**src/rtl/tw_pkg.sv**
```systemverilog
`timescale 1ns/1ps
package tw_pkg;
   typedef struct packed {
      logic       cp;
      logic [2:0] tst;
      logic       rsa;
      logic       rsb;
      logic       off;
   } tw_ctrl_t;

   localparam int unsigned CTRL_W = $bits(tw_ctrl_t);

   localparam tw_ctrl_t CTRL_RST = '{cp: 1'b1, tst: 3'b001, rsa: 1'b1, rsb: 1'b1, off: 1'b1};
endpackage

```
**src/rtl/tw_edge.sv**
```systemverilog
`timescale 1ns/1ps
module tw_edge #(
   parameter int unsigned N = 2
) (
   input  logic         clk,
   input  logic         rst_n,
   input  logic [N-1:0] lvl,
   output logic [N-1:0] rise,
   output logic [N-1:0] fall
);
   logic [N-1:0] prev;

   if (N < 1) begin : g_bad_n
      $error("tw_edge: N must be at least 1");
   end

   always_ff @(posedge clk or negedge rst_n) begin
      if (!rst_n) prev <= '0;
      else        prev <= lvl;
   end

   for (genvar i = 0; i < N; i++) begin : g_line
      assign rise[i] = lvl[i] & ~prev[i];
      assign fall[i] = ~lvl[i] & prev[i];
   end
endmodule

```
**src/rtl/tw_shifter.sv**
```systemverilog
`timescale 1ns/1ps
module tw_shifter #(
   parameter int unsigned SR_W    = 15,
   parameter int unsigned CNT_W   = 5,
   parameter int unsigned CNT_LIM = 28
) (
   input  logic             clk,
   input  logic             rst_n,
   input  logic             clr,
   input  logic             shift,
   input  logic             din,
   output logic [CNT_W-1:0] cnt,
   output logic [SR_W-1:0]  sr
);
   localparam logic [CNT_W-1:0] LIM = CNT_W'(CNT_LIM);

   if (CNT_LIM >= (1 << CNT_W)) begin : g_bad_cnt
      $error("tw_shifter: CNT_W too narrow for CNT_LIM");
   end
   if (SR_W < 2) begin : g_bad_sr
      $error("tw_shifter: SR_W must be at least 2");
   end

   always_ff @(posedge clk or negedge rst_n) begin
      if (!rst_n) begin
         cnt <= '0;
         sr  <= '0;
      end else if (clr) begin
         cnt <= '0;
      end else if (shift) begin
         sr <= {sr[SR_W-2:0], din};
         if (cnt != LIM) cnt <= cnt + 1'b1;
      end
   end


   cnt_sat_hold_chk: assert property (@(posedge clk) disable iff (!rst_n)
      (cnt == LIM && shift && !clr) |=> (cnt == LIM));
endmodule

```
**src/rtl/tw_regs.sv**
```systemverilog
`timescale 1ns/1ps
module tw_regs
   import tw_pkg::*;
#(
   parameter int unsigned PORT_W = 4,
   parameter int unsigned FREQ_W = 15,
   parameter int unsigned CNT_W  = 5,
   parameter int unsigned LEN_A  = 18,
   parameter int unsigned LEN_B  = 19,
   parameter int unsigned LEN_C  = 27
) (
   input  logic              clk,
   input  logic              rst_n,
   input  logic              edge_act,
   input  logic              end_ev,
   input  logic [CNT_W-1:0]  cnt,
   input  logic [FREQ_W-1:0] sr,
   output logic [PORT_W-1:0] port_q,
   output logic [FREQ_W-1:0] freq_q,
   output tw_ctrl_t          ctrl_q,
   output logic              err_q
);
   localparam logic [CNT_W-1:0] KP = CNT_W'(PORT_W);
   localparam logic [CNT_W-1:0] KA = CNT_W'(LEN_A);
   localparam logic [CNT_W-1:0] KB = CNT_W'(LEN_B);
   localparam logic [CNT_W-1:0] KC = CNT_W'(LEN_C);

   logic port_ld, mid_ld;
   assign port_ld = edge_act && (cnt == KP);
   assign mid_ld  = edge_act && (cnt == KB);

   always_ff @(posedge clk or negedge rst_n) begin
      if (!rst_n) begin
         port_q <= '0;
         freq_q <= '0;
         ctrl_q <= CTRL_RST;
         err_q  <= 1'b0;
      end else begin
         if (port_ld) port_q <= sr[PORT_W-1:0];
         if (mid_ld)  freq_q <= sr;
         if (end_ev) begin
            if (cnt == KA) begin
               freq_q     <= {1'b0, sr[FREQ_W-2:0]};
               ctrl_q.rsa <= 1'b1;
            end else if (cnt == KB) begin
               freq_q     <= sr;
               ctrl_q.rsa <= 1'b0;
            end else if (cnt == KC) begin
               ctrl_q <= tw_ctrl_t'(sr[CTRL_W-1:0]);
            end else if (cnt > KB) begin
               err_q <= 1'b1;
            end
         end
      end
   end


   port_change_chk: assert property (@(posedge clk) disable iff (!rst_n)
      !$stable(port_q) |-> $past(edge_act && cnt == KP));

   freq_change_chk: assert property (@(posedge clk) disable iff (!rst_n)
      !$stable(freq_q) |-> $past((end_ev && (cnt == KA || cnt == KB)) || (edge_act && cnt == KB)));

   len_a_commit_chk: assert property (@(posedge clk) disable iff (!rst_n)
      (end_ev && cnt == KA) |=> (!freq_q[FREQ_W-1] && ctrl_q.rsa));

   len_b_commit_chk: assert property (@(posedge clk) disable iff (!rst_n)
      (end_ev && cnt == KB) |=> !ctrl_q.rsa);

   ctrl_change_chk: assert property (@(posedge clk) disable iff (!rst_n)
      !$stable({ctrl_q.cp, ctrl_q.tst, ctrl_q.rsb, ctrl_q.off}) |-> $past(end_ev && cnt == KC));

   err_sticky_chk: assert property (@(posedge clk) disable iff (!rst_n)
      err_q |=> err_q);
endmodule

```
**src/rtl/tw_len_rx.sv**
```systemverilog
`timescale 1ns/1ps
module tw_len_rx
   import tw_pkg::*;
#(
   parameter int unsigned PORT_W   = 4,
   parameter int unsigned FREQ_W   = 15,
   parameter int unsigned SPACER_W = 1,
   parameter int unsigned LEN_A    = 18,
   parameter int unsigned LEN_B    = 19,
   parameter int unsigned LEN_C    = 27
) (
   input  logic              clk,
   input  logic              rst_n,
   input  logic              bus_en,
   input  logic              strobe_i,
   input  logic              sdat_i,
   input  logic              sclk_i,
   output logic [PORT_W-1:0] port_o,
   output logic [FREQ_W-1:0] freq_o,
   output logic              cp_o,
   output logic [2:0]        tst_o,
   output logic              rsa_o,
   output logic              rsb_o,
   output logic              off_o,
   output logic              len_err_o
);
   localparam int unsigned CNT_LIM = LEN_C + 1;
   localparam int unsigned CNT_W   = $clog2(CNT_LIM + 1);

   if (LEN_B != PORT_W + FREQ_W) begin : g_bad_b
      $error("tw_len_rx: LEN_B must equal PORT_W + FREQ_W");
   end
   if (LEN_A != LEN_B - 1) begin : g_bad_a
      $error("tw_len_rx: LEN_A must be LEN_B - 1");
   end
   if (LEN_C != LEN_B + SPACER_W + CTRL_W) begin : g_bad_c
      $error("tw_len_rx: LEN_C must cover the control field");
   end
   if (CTRL_W > FREQ_W || PORT_W > FREQ_W) begin : g_bad_w
      $error("tw_len_rx: fields must fit the shift register");
   end

   // line 0: strobe, line 1: serial clock
   logic [1:0] rise, fall;
   tw_edge #(.N(2)) i_edge (
      .clk  (clk),
      .rst_n(rst_n),
      .lvl  ({sclk_i, strobe_i}),
      .rise (rise),
      .fall (fall)
   );

   logic clr, shift, edge_act, end_ev;
   assign clr      = bus_en && rise[0];
   assign shift    = bus_en && strobe_i && fall[1];
   assign edge_act = bus_en && strobe_i && rise[1];
   assign end_ev   = bus_en && fall[0];

   logic [CNT_W-1:0]  cnt;
   logic [FREQ_W-1:0] sr;
   tw_shifter #(.SR_W(FREQ_W), .CNT_W(CNT_W), .CNT_LIM(CNT_LIM)) i_shift (
      .clk  (clk),
      .rst_n(rst_n),
      .clr  (clr),
      .shift(shift),
      .din  (sdat_i),
      .cnt  (cnt),
      .sr   (sr)
   );

   tw_ctrl_t ctrl_q;
   tw_regs #(
      .PORT_W(PORT_W), .FREQ_W(FREQ_W), .CNT_W(CNT_W),
      .LEN_A (LEN_A),  .LEN_B (LEN_B),  .LEN_C(LEN_C)
   ) i_regs (
      .clk     (clk),
      .rst_n   (rst_n),
      .edge_act(edge_act),
      .end_ev  (end_ev),
      .cnt     (cnt),
      .sr      (sr),
      .port_q  (port_o),
      .freq_q  (freq_o),
      .ctrl_q  (ctrl_q),
      .err_q   (len_err_o)
   );

   assign cp_o  = ctrl_q.cp;
   assign tst_o = ctrl_q.tst;
   assign rsa_o = ctrl_q.rsa;
   assign rsb_o = ctrl_q.rsb;
   assign off_o = ctrl_q.off;


   disabled_quiet_chk: assert property (@(posedge clk) disable iff (!rst_n)
      (!bus_en && $past(!bus_en)) |-> ($stable(port_o) && $stable(freq_o) && $stable(len_err_o)));
endmodule

```
**config.mk**
```make
export PLATFORM = sky130hd
export DESIGN_NAME = tw_len_rx
export DESIGN_NICKNAME = d
export VERILOG_FILES = /design/src/rtl/tw_pkg.sv /design/src/rtl/tw_edge.sv /design/src/rtl/tw_shifter.sv /design/src/rtl/tw_regs.sv /design/src/rtl/tw_len_rx.sv
export SDC_FILE = /design/constraint.sdc
export NUM_CORES = 1
export LEC_CHECK = 0
export CAP_MARGIN = 5
export CORE_ASPECT_RATIO = 1.1
export CORE_MARGIN = 4
export CORE_UTILIZATION = 40
export CTS_CLUSTER_SIZE = 28
export DETAILED_ROUTE_END_ITERATION = 16
export GPL_TIMING_DRIVEN = 0
export HOLD_SLACK_MARGIN = 0.1
export PLACE_DENSITY = 0.61
export SLEW_MARGIN = 20
export SYNTH_ARGS = -nofsm -noshare
export SYNTH_HDL_FRONTEND = slang
export SYNTH_SLANG_ARGS = --single-unit
```
**constraint.sdc**
```tcl
create_clock -name clk -period 2.3 [get_ports clk]
set_clock_uncertainty 0.1 [all_clocks]
set_input_delay 0.23 -clock clk [delete_from_list [all_inputs] [get_ports clk]]
set_output_delay 0.23 -clock clk [all_outputs]
set_load 0.05 [all_outputs]
```
==> results.tsv <==
stage	metric	value	unit
run_status	status	finished, final reports clean	
hold_path	holdCritPathClass	in -> reg	
timing	hold_viol_final	0	
clock_tree	cts.hold.buffers_added	1	
global_routing	grt_pass1_wl	6370	um
yosys	synth-simple-area-share	0.0798	
cells_and_area	design_area	2590	um2
cells_and_area	drive_above_1_share	0.330	
timing	worst_pin_slew	0.586	ns
timing	fin_crit_sh	0.857	
clock_tree	cts_root_buf	clkbuf_8	
clock_tree	path_clk_slew	0.09	ns
yosys	synth_mux_area_frac	0.236	
timing	drv_slew	0	
detailed_routing	dr.pass1.iters	4	
global_routing	grt_pass1_vias	1347	
yosys	synth_compound_area_frac	0.0366	
yosys	yosysWarnings	0	
placement	io_buffers	32	
detailed_routing	wl	3670	um
detailed_routing	post_drt_wl_per_cell	14.9	um
clock_tree	cts-resized-gates	0	
pwr	peakVddDrop	0.251	mV
pwr	p_leak	1.23	nW
clock_tree	clk_latency	0.30	ns
yosys	syn_area	2080	um2
cells_and_area	layout.cells.non_filler	246	
yosys	synth_fp_nets	155	
placement	place_inst	237	
clock_tree	clk_path_buf_depth	2	
global_routing	grt_max_degree	26	
detailed_routing	route.vias.total	1259	
yosys	yosys.area_share.adder	0.0180	
clock_tree	numClockSinks	49	
run	maxCapViolations	0	
yosys	yosysUniqueCellTypes	30	
setup_path	cp_max_fo	2	
detailed_routing	drt_iter0_markers	41	
die	fp-row-count	27	
placement	placed_cell_area	2490	um2
setup_path	cp-end-kind	output pin	
detailed_routing	viasPerCell	5.12	
timing	setup_violations	0	
setup_path	crit_arrival	1.64	ns
clock_tree	post_cts_buffers	0	
detailed_routing	drc	0	
setup_path	cp-start-kind	flop	
cells_and_area	nets	196	
yosys	avgSynthCellArea	14.3	um2
die	initial_core_util	0.414	
detailed_routing	ant_nets	0	
setup_path	cpPeakStageDelay	0.80	ns
yosys	synth_top_family_by_area	multiplexers	
global_routing	grt_antenna_before_repair	0	
clock_tree	htreeDepth	2	
cells_and_area	antenna_cells	0	
yosys	ys_ff_latch	49	
setup_path	crit_slowest_cell	clkdlybuf4s50_1	
timing	fmax	507	MHz
clock_tree	cts_tree	yes	
setup_path	critical_path_required	1.97	ns
die	die_h	83.7	um
clock_tree	numCtsBuffers	5	
die	die_area	6430	um2
setup_path	criticalPathCategory	reg -> out	
yosys	synth_xor_area_frac	0.0126	
placement	dpl.hpwl	2650	um
timing	max_slew_margin	0.609	
yosys	synth.yosys.seq_area_share	0.591	
global_routing	grt-ovfl-total	0	
global_routing	grtUsageTotal	0.123	
setup_path	cpLargestDelayFamily	buffers and inverters	
placement	place_congestion	0.797	
die	io_pins	33	
die	die_w	76.8	um
timing	rsz0062_at_grt	no	
cells_and_area	area_growth	24.2	%
setup_path	cp_cell_sequence	clkdlybuf4s50_1	
yosys	synth_cells	146	
timing	finalCriticalPeriod	1.97	ns
die	core	5030	um2
pwr	power_density	579	nW/um2
setup_path	critPathBufInv	1	
## per-stage QoR
step	util	hold slack, ns	setup WS [ns]	total power [mW]	setup TNS, ns
floorplan	-	-0.166	0.564	0.981	0
global placement	0.492	0.359	-0.452	1.03	-19.82
detailed placement	0.495	0.173	0.0853	1.04	0
CTS	0.514	0.318	0.315	1.53	0
global route	0.514	0.326	0.217	1.58	0
finish	0.514	0.331	0.328	1.50	0
## cell families after synthesis
logic type	count (synthesis)
DFF	49
buffers and inverters	11
muxes	39
adders and majority gates	3
xor gates and xnor gates	3
and+or+nand+nor	29
AOI/OAI and AO/OA	12
## flip-flops by register name, indices dropped and copies added, names as in the netlist
name,count
i_regs.freq_q,15
i_shift.sr,15
i_regs.ctrl_q,7
i_shift.cnt,5
i_regs.port_q,4
i_edge.prev,2
i_regs.err_q,1
## path summary, 6_finish.rpt
kind | from | end | slack [ns] | cells past startpoint
max | i_regs.ctrl_q[2] | rsa_o | 0.33 | 1
min in group asynchronous | rst_n | i_regs.freq_q[13] | 0.36 | 2
max in group asynchronous | rst_n | i_regs.ctrl_q[1] | 1.12 | 3
min | sclk_i | i_edge.prev[1] | 0.33 | 1
max reg2reg | i_shift.cnt[1] | i_regs.ctrl_q[5] | 0.38 | 4
min reg2reg | i_regs.err_q | i_regs.err_q | 0.38 | 1
## where the power goes
part           internal, mW  switching (mW)  leakage [nW]
clock                 0.210           0.273        0.0439
sequential            0.886          0.0289         0.653
combinational        0.0456          0.0561         0.536
## cell usage after synthesis (all sizes together)
cell type / n / area [um2]
dfrtp: 44 / 1100
or4: 2 / 15.0
and3: 1 / 6.26
dfstp: 5 / 131
and4b: 1 / 10.0
clkbuf: 1 / 3.75
nor3: 1 / 10.0
nor2b: 1 / 6.26
a31o: 1 / 8.76
nand3: 4 / 25.0
xor2: 1 / 8.76
o221ai: 1 / 8.76
buf: 5 / 31.3
nand4bb: 1 / 11.3
mux2: 39 / 492
a21oi: 6 / 30.0
o22ai: 2 / 12.5
o21bai: 1 / 7.51
nand4: 1 / 6.26
xnor2: 2 / 17.5
nand2: 7 / 26.3
a211o: 1 / 8.76
nor2: 7 / 26.3
nand4b: 1 / 8.76
nand3b: 2 / 15.0
ha: 3 / 37.5
inv: 5 / 18.8
## area by class of cell
cell class,count,area (um2)
Fill cell,434,2440
Sequential cell,49,1230
Multi-Input combinational cell,86,798
Timing Repair Buffer,34,345
Tap cell,58,72.6
Clock buffer,5,68.8
Buffer,6,35.0
Inverter,5,18.8
Clock inverter,3,17.5
## layout by cell type (no fill, tap or decap), drive strengths merged, types with 3 or more instances in the layout
cell type / netlist / layout
a21oi: 6 / 6
dfrtp: 44 / 44
dfstp: 5 / 5
nor2: 7 / 7
clkdlybuf4s50: 0 / 31
inv: 5 / 5
clkbuf: 1 / 6
nand2: 7 / 7
mux2: 39 / 39
ha: 3 / 3
nand3: 4 / 4
buf: 5 / 7
## routing by layer
metal,share of wire,global-route usage
met5,0,0
met4,0.016,0.0593
met3,0.033,0.0216
met2,0.48,0.203
met1,0.47,0.156
Note: power is estimated with default switching activity, not from simulation.
